<file path="src/rtl/mlp_pkg.sv">
package mlp_pkg;
    localparam int PROB_W = 16;
    localparam int NMODE  = 3;
    localparam int MODE_W = 2;
    localparam int PART_W = PROB_W * NMODE;

    typedef logic [PROB_W-1:0] prob_t;
    typedef logic [MODE_W-1:0] mode_t;
    typedef logic [PART_W-1:0] part_t;

    typedef enum logic [2:0] {
        ST_IDLE,
        ST_WALK,
        ST_EXTEND,
        ST_FRESH,
        ST_COMMIT,
        ST_TRACE
    } eng_state_t;

    function automatic prob_t frac_mul(input prob_t a, input prob_t b);
        logic [2*PROB_W-1:0] full;
        full = a * b;
        return full[2*PROB_W-1:PROB_W];
    endfunction
endpackage

</file>
<file path="src/rtl/mlp_node_store.sv">
module mlp_node_store
    import mlp_pkg::*;
#(
    parameter int DEPTH = 16,
    parameter int ACC_W = 8,
    parameter int EP_W  = 5,
    localparam int AW   = $clog2(DEPTH)
) (
    input  logic            clk,
    input  logic            rst_n,
    input  logic            clear,
    input  logic [AW-1:0]   rd_idx,
    output logic [ACC_W-1:0] rd_acc,
    output part_t           rd_part,
    output prob_t           rd_cost,
    output logic [EP_W-1:0] rd_ep,
    input  logic            upd_en,
    input  logic [ACC_W-1:0] upd_acc,
    input  part_t           upd_part,
    input  logic            pop,
    input  logic            push,
    input  logic [ACC_W-1:0] push_acc,
    input  part_t           push_part,
    input  prob_t           push_cost,
    input  logic [EP_W-1:0] push_ep,
    output logic [AW-1:0]   head,
    output logic [AW:0]     count,
    output logic            full
);
    logic [ACC_W-1:0] acc_mem  [DEPTH];
    part_t            part_mem [DEPTH];
    prob_t            cost_mem [DEPTH];
    logic [EP_W-1:0]  ep_mem   [DEPTH];
    logic [AW-1:0]    tail;

    assign tail    = head + count[AW-1:0];
    assign full    = (count == (AW+1)'(DEPTH));
    assign rd_acc  = acc_mem[rd_idx];
    assign rd_part = part_mem[rd_idx];
    assign rd_cost = cost_mem[rd_idx];
    assign rd_ep   = ep_mem[rd_idx];

    always_ff @(posedge clk or negedge rst_n) begin
        if (!rst_n) begin
            head  <= '0;
            count <= '0;
        end else if (clear) begin
            head  <= '0;
            count <= '0;
        end else if (pop) begin
            head  <= head + 1'b1;
            count <= count - 1'b1;
        end else if (push && !full) begin
            count <= count + 1'b1;
        end
    end

    always_ff @(posedge clk) begin
        if (upd_en) begin
            acc_mem[rd_idx]  <= upd_acc;
            part_mem[rd_idx] <= upd_part;
        end else if (push && !full) begin
            acc_mem[tail]  <= push_acc;
            part_mem[tail] <= push_part;
            cost_mem[tail] <= push_cost;
            ep_mem[tail]   <= push_ep;
        end
    end
endmodule

</file>
<file path="src/rtl/mlp_edge_store.sv">
module mlp_edge_store
    import mlp_pkg::*;
#(
    parameter int DEPTH = 16,
    parameter int EP_W  = 5,
    localparam int AW   = $clog2(DEPTH)
) (
    input  logic            clk,
    input  logic            rst_n,
    input  logic            clear,
    input  logic            wr_en,
    input  mode_t           wr_mode,
    input  logic [EP_W-1:0] wr_prev,
    output logic [AW-1:0]   wr_idx,
    output logic            full,
    input  logic [AW-1:0]   rd_idx,
    output mode_t           rd_mode,
    output logic [EP_W-1:0] rd_prev
);
    mode_t           mode_mem [DEPTH];
    logic [EP_W-1:0] prev_mem [DEPTH];
    logic [AW:0]     fill;

    assign wr_idx  = fill[AW-1:0];
    assign full    = (fill == (AW+1)'(DEPTH));
    assign rd_mode = mode_mem[rd_idx];
    assign rd_prev = prev_mem[rd_idx];

    always_ff @(posedge clk or negedge rst_n) begin
        if (!rst_n)                fill <= '0;
        else if (clear)            fill <= '0;
        else if (wr_en && !full)   fill <= fill + 1'b1;
    end

    always_ff @(posedge clk) begin
        if (wr_en && !full) begin
            mode_mem[wr_idx] <= wr_mode;
            prev_mem[wr_idx] <= wr_prev;
        end
    end
endmodule

</file>
<file path="src/rtl/ml_path_engine.sv">
module ml_path_engine
    import mlp_pkg::*;
#(
    parameter int NODE_DEPTH = 16,
    parameter int EDGE_DEPTH = 16,
    parameter int DUR_W      = 8,
    parameter int TMAX       = 100
) (
    input  logic                clk,
    input  logic                rst_n,
    input  logic                seg_valid,
    input  logic [DUR_W-1:0]    seg_dur,
    input  logic                flush,
    output logic                busy,
    output logic                sc_req,
    output logic                sc_fresh,
    output logic [PART_W-1:0]   sc_part,
    input  logic                sc_rsp_valid,
    input  logic [PART_W-1:0]   sc_rsp_part,
    input  logic [PROB_W-1:0]   sc_rsp_best,
    input  logic [MODE_W-1:0]   sc_rsp_mode,
    output logic                trace_valid,
    output logic [MODE_W-1:0]   trace_mode,
    output logic                trace_done,
    output logic                overflow
);
    localparam int NAW  = $clog2(NODE_DEPTH);
    localparam int EAW  = $clog2(EDGE_DEPTH);
    localparam int EP_W = EAW + 1;
    localparam int SUM_W = DUR_W + 1;
    localparam prob_t START_COST = '1;

    eng_state_t state, state_nx;

    logic [DUR_W-1:0] dur_q;
    logic [NAW-1:0]   idx_q;
    logic [NAW:0]     left_q;
    prob_t            best_cost;
    mode_t            best_mode;
    logic [EP_W-1:0]  best_src;
    logic             have_best;
    part_t            fresh_part;
    prob_t            prev_cost;
    logic [EP_W-1:0]  prev_ep;
    logic [EP_W-1:0]  trace_ep;
    logic             ovf_q;

    logic [DUR_W-1:0] rd_acc;
    part_t            rd_part;
    prob_t            rd_cost;
    logic [EP_W-1:0]  rd_ep;
    logic [NAW-1:0]   node_head;
    logic [NAW:0]     node_count;
    logic             node_full;
    logic [EAW-1:0]   edge_wr_idx;
    logic             edge_full;
    mode_t            edge_rd_mode;
    logic [EP_W-1:0]  edge_rd_prev;

    logic [SUM_W-1:0] win_sum;
    logic             expired;
    prob_t            cand;
    logic             better;
    logic             node_pop, node_upd, node_push, edge_wr, session_clear;

    assign win_sum  = {1'b0, rd_acc} + {1'b0, dur_q};
    assign expired  = win_sum > SUM_W'(TMAX);
    assign cand     = frac_mul(sc_rsp_best, (state == ST_FRESH) ? prev_cost : rd_cost);
    assign better   = !have_best || (cand > best_cost);

    assign node_pop      = (state == ST_WALK) && (left_q != '0) && expired;
    assign node_upd      = (state == ST_EXTEND) && sc_rsp_valid;
    assign node_push     = (state == ST_COMMIT);
    assign edge_wr       = (state == ST_COMMIT);
    assign session_clear = (state == ST_TRACE) && !trace_ep[EP_W-1];

    mlp_node_store #(.DEPTH(NODE_DEPTH), .ACC_W(DUR_W), .EP_W(EP_W)) u_nodes (
        .clk       (clk),
        .rst_n     (rst_n),
        .clear     (session_clear),
        .rd_idx    (idx_q),
        .rd_acc    (rd_acc),
        .rd_part   (rd_part),
        .rd_cost   (rd_cost),
        .rd_ep     (rd_ep),
        .upd_en    (node_upd),
        .upd_acc   (win_sum[DUR_W-1:0]),
        .upd_part  (sc_rsp_part),
        .pop       (node_pop),
        .push      (node_push),
        .push_acc  (dur_q),
        .push_part (fresh_part),
        .push_cost (prev_cost),
        .push_ep   (prev_ep),
        .head      (node_head),
        .count     (node_count),
        .full      (node_full)
    );

    mlp_edge_store #(.DEPTH(EDGE_DEPTH), .EP_W(EP_W)) u_edges (
        .clk     (clk),
        .rst_n   (rst_n),
        .clear   (session_clear),
        .wr_en   (edge_wr),
        .wr_mode (best_mode),
        .wr_prev (best_src),
        .wr_idx  (edge_wr_idx),
        .full    (edge_full),
        .rd_idx  (trace_ep[EAW-1:0]),
        .rd_mode (edge_rd_mode),
        .rd_prev (edge_rd_prev)
    );

    // next-state selection
    always_comb begin
        state_nx = state;
        unique case (state)
            ST_IDLE:   if (seg_valid) state_nx = ST_WALK;
                       else if (flush) state_nx = ST_TRACE;
            ST_WALK:   if (left_q == '0) state_nx = ST_FRESH;
                       else if (!expired) state_nx = ST_EXTEND;
            ST_EXTEND: if (sc_rsp_valid) state_nx = ST_WALK;
            ST_FRESH:  if (sc_rsp_valid) state_nx = ST_COMMIT;
            ST_COMMIT: state_nx = ST_IDLE;
            ST_TRACE:  if (!trace_ep[EP_W-1]) state_nx = ST_IDLE;
            default:   state_nx = ST_IDLE;
        endcase
    end

    // state register
    always_ff @(posedge clk or negedge rst_n) begin
        if (!rst_n) state <= ST_IDLE;
        else        state <= state_nx;
    end

    // datapath registers
    always_ff @(posedge clk or negedge rst_n) begin
        if (!rst_n) begin
            dur_q      <= '0;
            idx_q      <= '0;
            left_q     <= '0;
            best_cost  <= '0;
            best_mode  <= '0;
            best_src   <= '0;
            have_best  <= 1'b0;
            fresh_part <= '0;
            prev_cost  <= START_COST;
            prev_ep    <= '0;
            trace_ep   <= '0;
            ovf_q      <= 1'b0;
        end else begin
            unique case (state)
                ST_IDLE: begin
                    if (seg_valid) begin
                        dur_q     <= seg_dur;
                        idx_q     <= node_head;
                        left_q    <= node_count;
                        have_best <= 1'b0;
                        best_cost <= '0;
                    end else if (flush) begin
                        trace_ep  <= prev_ep;
                    end
                end
                ST_WALK: begin
                    if (node_pop) begin
                        idx_q  <= idx_q + 1'b1;
                        left_q <= left_q - 1'b1;
                    end
                end
                ST_EXTEND: begin
                    if (sc_rsp_valid) begin
                        if (better) begin
                            best_cost <= cand;
                            best_mode <= sc_rsp_mode;
                            best_src  <= rd_ep;
                            have_best <= 1'b1;
                        end
                        idx_q  <= idx_q + 1'b1;
                        left_q <= left_q - 1'b1;
                    end
                end
                ST_FRESH: begin
                    if (sc_rsp_valid) begin
                        if (better) begin
                            best_cost <= cand;
                            best_mode <= sc_rsp_mode;
                            best_src  <= prev_ep;
                            have_best <= 1'b1;
                        end
                        fresh_part <= sc_rsp_part;
                    end
                end
                ST_COMMIT: begin
                    prev_cost <= best_cost;
                    if (!edge_full) prev_ep <= {1'b1, edge_wr_idx};
                    if (node_full || edge_full) ovf_q <= 1'b1;
                end
                ST_TRACE: begin
                    if (trace_ep[EP_W-1]) begin
                        trace_ep <= edge_rd_prev;
                    end else begin
                        prev_cost <= START_COST;
                        prev_ep   <= '0;
                        ovf_q     <= 1'b0;
                    end
                end
                default: ;
            endcase
        end
    end

    // outputs
    always_comb begin
        busy        = (state != ST_IDLE);
        sc_req      = (state == ST_EXTEND) || (state == ST_FRESH);
        sc_fresh    = (state == ST_FRESH);
        sc_part     = (state == ST_EXTEND) ? rd_part : '0;
        trace_valid = (state == ST_TRACE) && trace_ep[EP_W-1];
        trace_mode  = trace_valid ? edge_rd_mode : '0;
        trace_done  = session_clear;
        overflow    = ovf_q;
    end
endmodule

</file>
<file path="config.mk">
export PLATFORM = sky130hd
export DESIGN_NAME = ml_path_engine
export DESIGN_NICKNAME = d
export VERILOG_FILES = /design/src/rtl/mlp_pkg.sv /design/src/rtl/mlp_node_store.sv /design/src/rtl/mlp_edge_store.sv /design/src/rtl/ml_path_engine.sv
export SDC_FILE = /design/constraint.sdc
export NUM_CORES = 2
export LEC_CHECK = 0
export BUFFER_PORTS_ARGS = -buffer_cell sky130_fd_sc_hd__buf_4
export CORE_MARGIN = 3
export CORE_UTILIZATION = 45
export CTS_BUF_LIST = sky130_fd_sc_hd__clkbuf_8
export DETAILED_ROUTE_END_ITERATION = 6
export PLACE_DENSITY = 0.66
export SYNTH_ARGS = -nofsm -noshare
export SYNTH_HDL_FRONTEND = slang
export SYNTH_SLANG_ARGS = --single-unit
</file>
<file path="constraint.sdc">
create_clock -name clk -period 17.65 [get_ports clk]
set_input_delay 0.8825 -clock clk [delete_from_list [all_inputs] [get_ports clk]]
set_output_delay 0.8825 -clock clk [all_outputs]
set_load 0.01 [all_outputs]
</file>
## After elaboration in Yosys (flattened, before gate mapping)

Memory sizes are Yosys's and may differ from the RTL's.
Cells that the tools add are included.

| word-level totals | value |
|---|---|
| bits in registers | 133 |
| bits in latches | 0 |
| memory bits (read-only) | 0 |
| memories | 6 |
| memory bits (writable) | 1,344 |

Memory list:

| name | words | bits a word | read ports | clocked after Yosys merged registers in | write ports | RTL line | source |
|---|---|---|---|---|---|---|---|
| u_nodes.part_mem | 16 | 48 | 1 | 0 | 1 | mlp_node_store.sv:31 | `part_t part_mem [DEPTH];` |
| u_nodes.cost_mem | 16 | 16 | 1 | 0 | 1 | mlp_node_store.sv:32 | `prob_t cost_mem [DEPTH];` |
| u_nodes.acc_mem | 16 | 8 | 1 | 0 | 1 | mlp_node_store.sv:30 | `logic [ACC_W-1:0] acc_mem [DEPTH];` |
| u_edges.prev_mem | 16 | 5 | 1 | 0 | 1 | mlp_edge_store.sv:21 | `logic [EP_W-1:0] prev_mem [DEPTH];` |
| u_nodes.ep_mem | 16 | 5 | 1 | 0 | 1 | mlp_node_store.sv:33 | `logic [EP_W-1:0] ep_mem [DEPTH];` |
| u_edges.mode_mem | 16 | 2 | 1 | 0 | 1 | mlp_edge_store.sv:20 | `mode_t mode_mem [DEPTH];` |

| operators by class | value |
|---|---|
| divide/modulo/power cells | 0 |
| shift-type cells | 0 |
| reductions and logical operators | 41 |
| $mul | 1 |
| bitwise gates (word level) | 0 |
| order comparisons | 2 |
| eq/ne operators | 23 |
| mux-type cells | 64 |
| add/sub/neg operators | 8 |

Operators with widths:

| cell | number |
|---|---|
| two-way mux 48 bit | 2 |
| two-way mux 5 bit | 17 |
| two-way mux 16 bit | 5 |
| case mux 16 bit (2 select lines) | 2 |
| OR reduction 48 bit | 1 |
| multiplier 16 x 16 -> 32 bit | 1 |
| case mux 5 bit (2 select lines) | 3 |
| two-way mux 4 bit | 7 |
| two-way mux 3 bit | 7 |
| inequality test 2 bit (second input constant) | 10 |
| greater-than comparator 16 bit | 1 |
| case mux 3 bit (5 select lines) | 1 |
| case mux 5 bit (3 select lines) | 1 |
| two-way mux 1 bit | 14 |
| case mux 4 bit (3 select lines) | 1 |
| AND reduction 3 bit | 4 |
| AND reduction 4 bit | 3 |
| nonzero test 2 bit | 6 |
| adder 5 x 1 -> 5 bit (second input constant) | 2 |
| equality test 5 bit (second input constant) | 2 |
| AND reduction 5 bit | 2 |
| subtractor 5 x 1 -> 5 bit (second input constant) | 2 |
| adder 8 x 8 -> 9 bit | 1 |
| greater-than comparator 9 x 7 -> 1 bit (second input constant) | 1 |
| 21 further kinds | 43 |

## Logic depth before layout (Yosys ltp)

| logic depth | value |
|---|---|
| depth in word-level cells | 8 |
| depth in mapped cells | 40 |
| mapped depth without buffers | 34 |

## Hierarchy

From an unflattened synthesis, not the netlist that was laid out.

| unflattened totals | value |
|---|---|
| cells, all modules | 3,827 |
| area, all modules | 66,622.6 µm² |

Modules (own cells, without submodules):

| module | cells each | area each (µm²) | instances |
|---|---|---|---|
| mlp_node_store | 2,082 | 47,636.9 | 1 |
| ml_path_engine | 1,510 | 14,256.2 | 1 |
| mlp_edge_store | 235 | 4,729.5 | 1 |

## Least setup slack after synthesis

Ideal clock, no wire load.

| timing | value |
|---|---|
| path type | register -> register |
| from | register idx_q[0] |
| to | register best_cost[10] |
| slack | 8.080 ns |
| period minus slack after synthesis | 9.570 ns |
| buffers on the path | 5 |
| arrival time | 9.504 ns |
| stages on the path, launching flop included | 37 |
| cell sequence | dfrtp_1 -> buf_2 -> buf_2 -> mux4_2 -> mux4_2 -> mux2i_1 -> clkbuf_1 -> nor2b_1 -> fa_1 -> inv_1 -> fa_1 -> inv_1 -> fa_1 -> fa_1 -> fa_1 -> inv_1 -> fa_1 -> inv_1 -> ha_1 -> a21o_1 -> a21o_1 -> a21oi_1 -> o31a_1 -> o2111ai_2 -> a21oi_4 -> nor2_1 -> or3_1 -> and2_1 -> ha_1 -> and3_1 -> a221o_1 -> a21o_1 -> a32oi_1 -> or2_2 -> clkbuf_1 -> clkbuf_1 -> a22o_1 |

| on the way | value |
|---|---|
| cells in the longest elaborated chain, start to end | 7 |

RTL lines:

| item | RTL line | source |
|---|---|---|
| start: declaration | ml_path_engine.sv:36 | `logic [NAW-1:0] idx_q;` |
| start signal: assignment | ml_path_engine.sv:156 | `idx_q <= node_head;` |
| start signal: assignment | ml_path_engine.sv:166 | `idx_q <= idx_q + 1'b1;` |
| start signal: assignment | ml_path_engine.sv:178 | `idx_q <= idx_q + 1'b1;` |
| memory (16 x 16 bit) * | n/a |  |
| two-way mux 16 bit * | ml_path_engine.sv:68 | `assign cand = frac_mul(sc_rsp_best, (state == ST_FRESH) ? prev_cost : rd_cost);` |
| multiplier 16 x 16 -> 32 bit * | mlp_pkg.sv:22 | `full = a * b;` |
| greater-than comparator 16 bit | ml_path_engine.sv:69 | `assign better = !have_best \|\| (cand > best_cost);` |
| logical OR 1 bit | ml_path_engine.sv:69 |  |
| inequality test 2 x 1 -> 1 bit (no line) | n/a |  |
| AND reduction 4 bit (no line) | n/a |  |
| end signal: assignment | ml_path_engine.sv:173 | `best_cost <= cand;` |
| end signal: assignment | ml_path_engine.sv:185 | `best_cost <= cand;` |
| end: declaration | ml_path_engine.sv:38 | `prob_t best_cost;` |

Every way passes the cells marked *; elsewhere a longest branch is shown, timed or not. The select of a mux whose other input is x is not followed.
A chain may end at the register's enable or synchronous reset.

## Worst setup path after layout

| timing | value |
|---|---|
| from | register idx_q[1] |
| to | register best_cost[15] |

Same word-level chain as after synthesis.

==> impl_results.md <==
* Wirelength per Cell at 25.19 µm
* Flop2flop setup slack at 6250 ps
* Post-Syn Nets at 4128
* Max Clock Freq at 0.08772 GHz
* Area grow syn2layout at 11.76%
* Via count of the first global-routing pass at 36260
* CTS Root Buffer Type: clkbuf_8
* GRT Util Overall at 20.46%
* Async set or reset register ratio after synthesis at 9.005%
* Share of the synthesized area in the top cell type at 60.69%
* Yosys top cell by area: edfxtp_1
* Crit path from: idx_q[1]$_DFFE_PN0P_
* RSZ-0062 raised after global routing: no
* Synthesized area at between 0.06 and 0.07 mm²
* Clk slew on worst S/H paths at 70 ps
* DRC violations left at 0
* Worst r2r path cells at 32
* Cts repair resizes at 0
* DR vias at 34370
* HP Class: in -> reg
* Period utilisation layout at 64.59%
* Io pins at 135
* Post-CTS Setup Inserts at 0
* Core ar. at between 0.1 and 0.15 mm²
* Total negative slack at 0 ps
* EDFF count, synth at 1344
* Hold path depth at 2
* Initial Util at 45.46%
* Setup Skew at about 50 ps
* Arr. time, crit path at between 10000 and 15000 ps
* Worst skew pair latency at 940 ps
* CTS buffer count at 227
* Die Ht at ~390 µm
* Chip width at between 300 and 400 µm
* Drt first pass iters at 5
* Number of port buffers at 134
* Max_cap viols at 0
* Sequential element share of the synthesized area at 65.73%
* Post-route ant nets at 0
* # setup viols final at 0
* Area of the multi-input gates at 0.02130 mm²
* Period minus WS final at 11400 ps
* CTS tree: done
* Most frequent cell on the critical path: fa_1
* Startpoint Class: flip-flop
* Largest net degree at the start of global routing at approximately 170
* Drt total wl at ~150 mm
* Crit path max fanout at 64
* CP Capture Point: best_cost[15]$_DFFE_PN0P_
* H-tree depth at 4
* Final #Nets at roughly 4400
* Status: finished, final reports clean
* Register area at 0.04372 mm²
* First-pass GRT wire length at 231.1 mm
* Final Hold Vio Count at 0
* HPWL Detailed at slightly below 90 mm
* Cells after Synth at 3715
* Gr ovfl total at 0
* Distinct cell type count after synthesis at 69
* RR Startpoint: idx_q[1]$_DFFE_PN0P_
* Via-to-Cell Ratio at 5.646
* Fill count at between 10000 and 15000
* Seq cells post-synth at about 1500
* Slew headroom at 22.18%
* CP max stage delay at 920 ps
* Terminus of the critical flop-to-flop path: best_cost[15]$_DFFE_PN0P_
* Most frequent cells in the layout: 1344 x edfxtp_1, 417 x mux4_2, 346 x inv_1
* CTS Buffer Depth at 3
* Die ar. at 0.1524 mm²
* Syn avg cell area at 17.90 µm²
* Gpl congestion at 0.7940
* DRT iter0 DRCs at 3216
* Layout cell share with drive strength beyond 1 at 25.10%
* Count of pins over their slew limit at 0
* Crit end category: flip-flop
* Synth warn at 0
* Commonest non-fill, non-tap cell in the layout: edfxtp_1
* WS Path Type: reg -> reg
* Top_reg_cell synth: edfxtp_1
* Synth top area cells: edfxtp_1 61%, mux4_2 14%, fa_1 5.9%, dfrtp_1 4.4%, ha_1 2.6%
* # rows at 140
* Clk sinks at 1477
* Worst-margin pin slew at 1167 ps
* Initial antenna violation count at 5
* Req. time, crit path at 18450 ps
* CP max-delay cell: dfrtp_4
-- cell type report --
class | count | area share, %
diodes | 2 | 0.006735
clock buffers | 234 | 4.334
clock inverters | 191 | 1.495
inverters | 270 | 1.371
multi-input cells | 1796 | 28.66
flip-flops and latches | 1477 | 58.83
well taps | 1917 | 3.228
repair buffers | 200 | 2.079
-- through the flow --
| stage | instance area [µm²] | hold WS (ps) | std cells | setup WS (ps) | util (%) |
|---|---|---|---|---|---|
| floorplan | 66500 | 465.8 | 3715 | 8080 | - |
| global placement | 69970 | 475.7 | 5659 | 6255 | 47.84 |
| detailed placement | 69970 | 481.4 | 5659 | 6170 | 47.84 |
| CTS | 74310 | 68.96 | 6085 | 6164 | 50.80 |
| global route | 74310 | 109.9 | 6086 | 5421 | 50.81 |
| finish | 74310 | 185.0 | 6087 | 6251 | 50.81 |
-- cell usage after synthesis (all sizes together), types with 16 or more instances --
master / instances
fa: 196
ha: 138
nand3: 17
a22o: 19
a21o: 25
inv: 270
edfxtp: 1344
clkbuf: 104
nor2: 98
nor2b: 49
mux4: 418
dfrtp: 117
dfstp: 16
xor2: 22
mux2: 73
o21ai: 59
and2: 143
a21oi: 45
nand2: 339
buf: 68
-- worst min path at each step --
stage / from / end / slack, ps
global route: sc_rsp_part[37] / fresh_part[37]$_DFFE_PN0P_ / 110
finish: sc_rsp_part[41] / fresh_part[41]$_DFFE_PN0P_ / 180
CTS: sc_rsp_part[37] / fresh_part[37]$_DFFE_PN0P_ / 70
global placement: best_cost[11]$_DFFE_PN0P_ / best_cost[11]$_DFFE_PN0P_ / 480
detailed placement: best_cost[11]$_DFFE_PN0P_ / best_cost[11]$_DFFE_PN0P_ / 480
floorplan: best_cost[11]$_DFFE_PN0P_ / best_cost[11]$_DFFE_PN0P_ / 470
-- worst max-delay path, delay by kind of cell, from the launching register on --
family	cells	cell delay, ps
adder cells (fa/ha/maj)	8	3480
AO/OA/AOI/OAI	9	1930
AND/OR/NAND/NOR	7	1870
flip-flops	1	920
multiplexers	3	1350
buffers and inverters	5	1630
-- logic make-up after synthesis --
group	share of synthesized area (%)
adders and majority gates	8.497
xor gates and xnor gates	0.4873
buffers and inverters	2.551
AOI/OAI and AO/OA	2.134
DFF	65.73
and+or+nand+nor	4.992
muxes	15.61
-- layer usage --
metal	track usage [%]	vias up	wire [µm]
li1	-	14700	-
met1	27.41	18270	62370
met2	34.46	1155	77570
met3	3.826	234	9917
met4	5.701	2	3453
met5	0	-	15
-- sequential cells by signal, summed over array words and instances, names as in the netlist, 8 cells and up --
register and cells:
u_edges.prev_mem 80, u_edges.mode_mem 32, u_nodes.acc_mem 128, prev_cost 16
u_nodes.cost_mem 256, fresh_part 48, u_nodes.ep_mem 80, u_nodes.part_mem 768
dur_q 8, best_cost 16
-- what timing repair did --
item,in CTS,in global routing
hold endpoints to repair,35,0
hold buffers,1,0
endpoints found under the setup margin,0,0
Power is left out: the tool's default activity adds up to more than one toggle a clock period on the data nets, which glitch-free logic cannot reach.
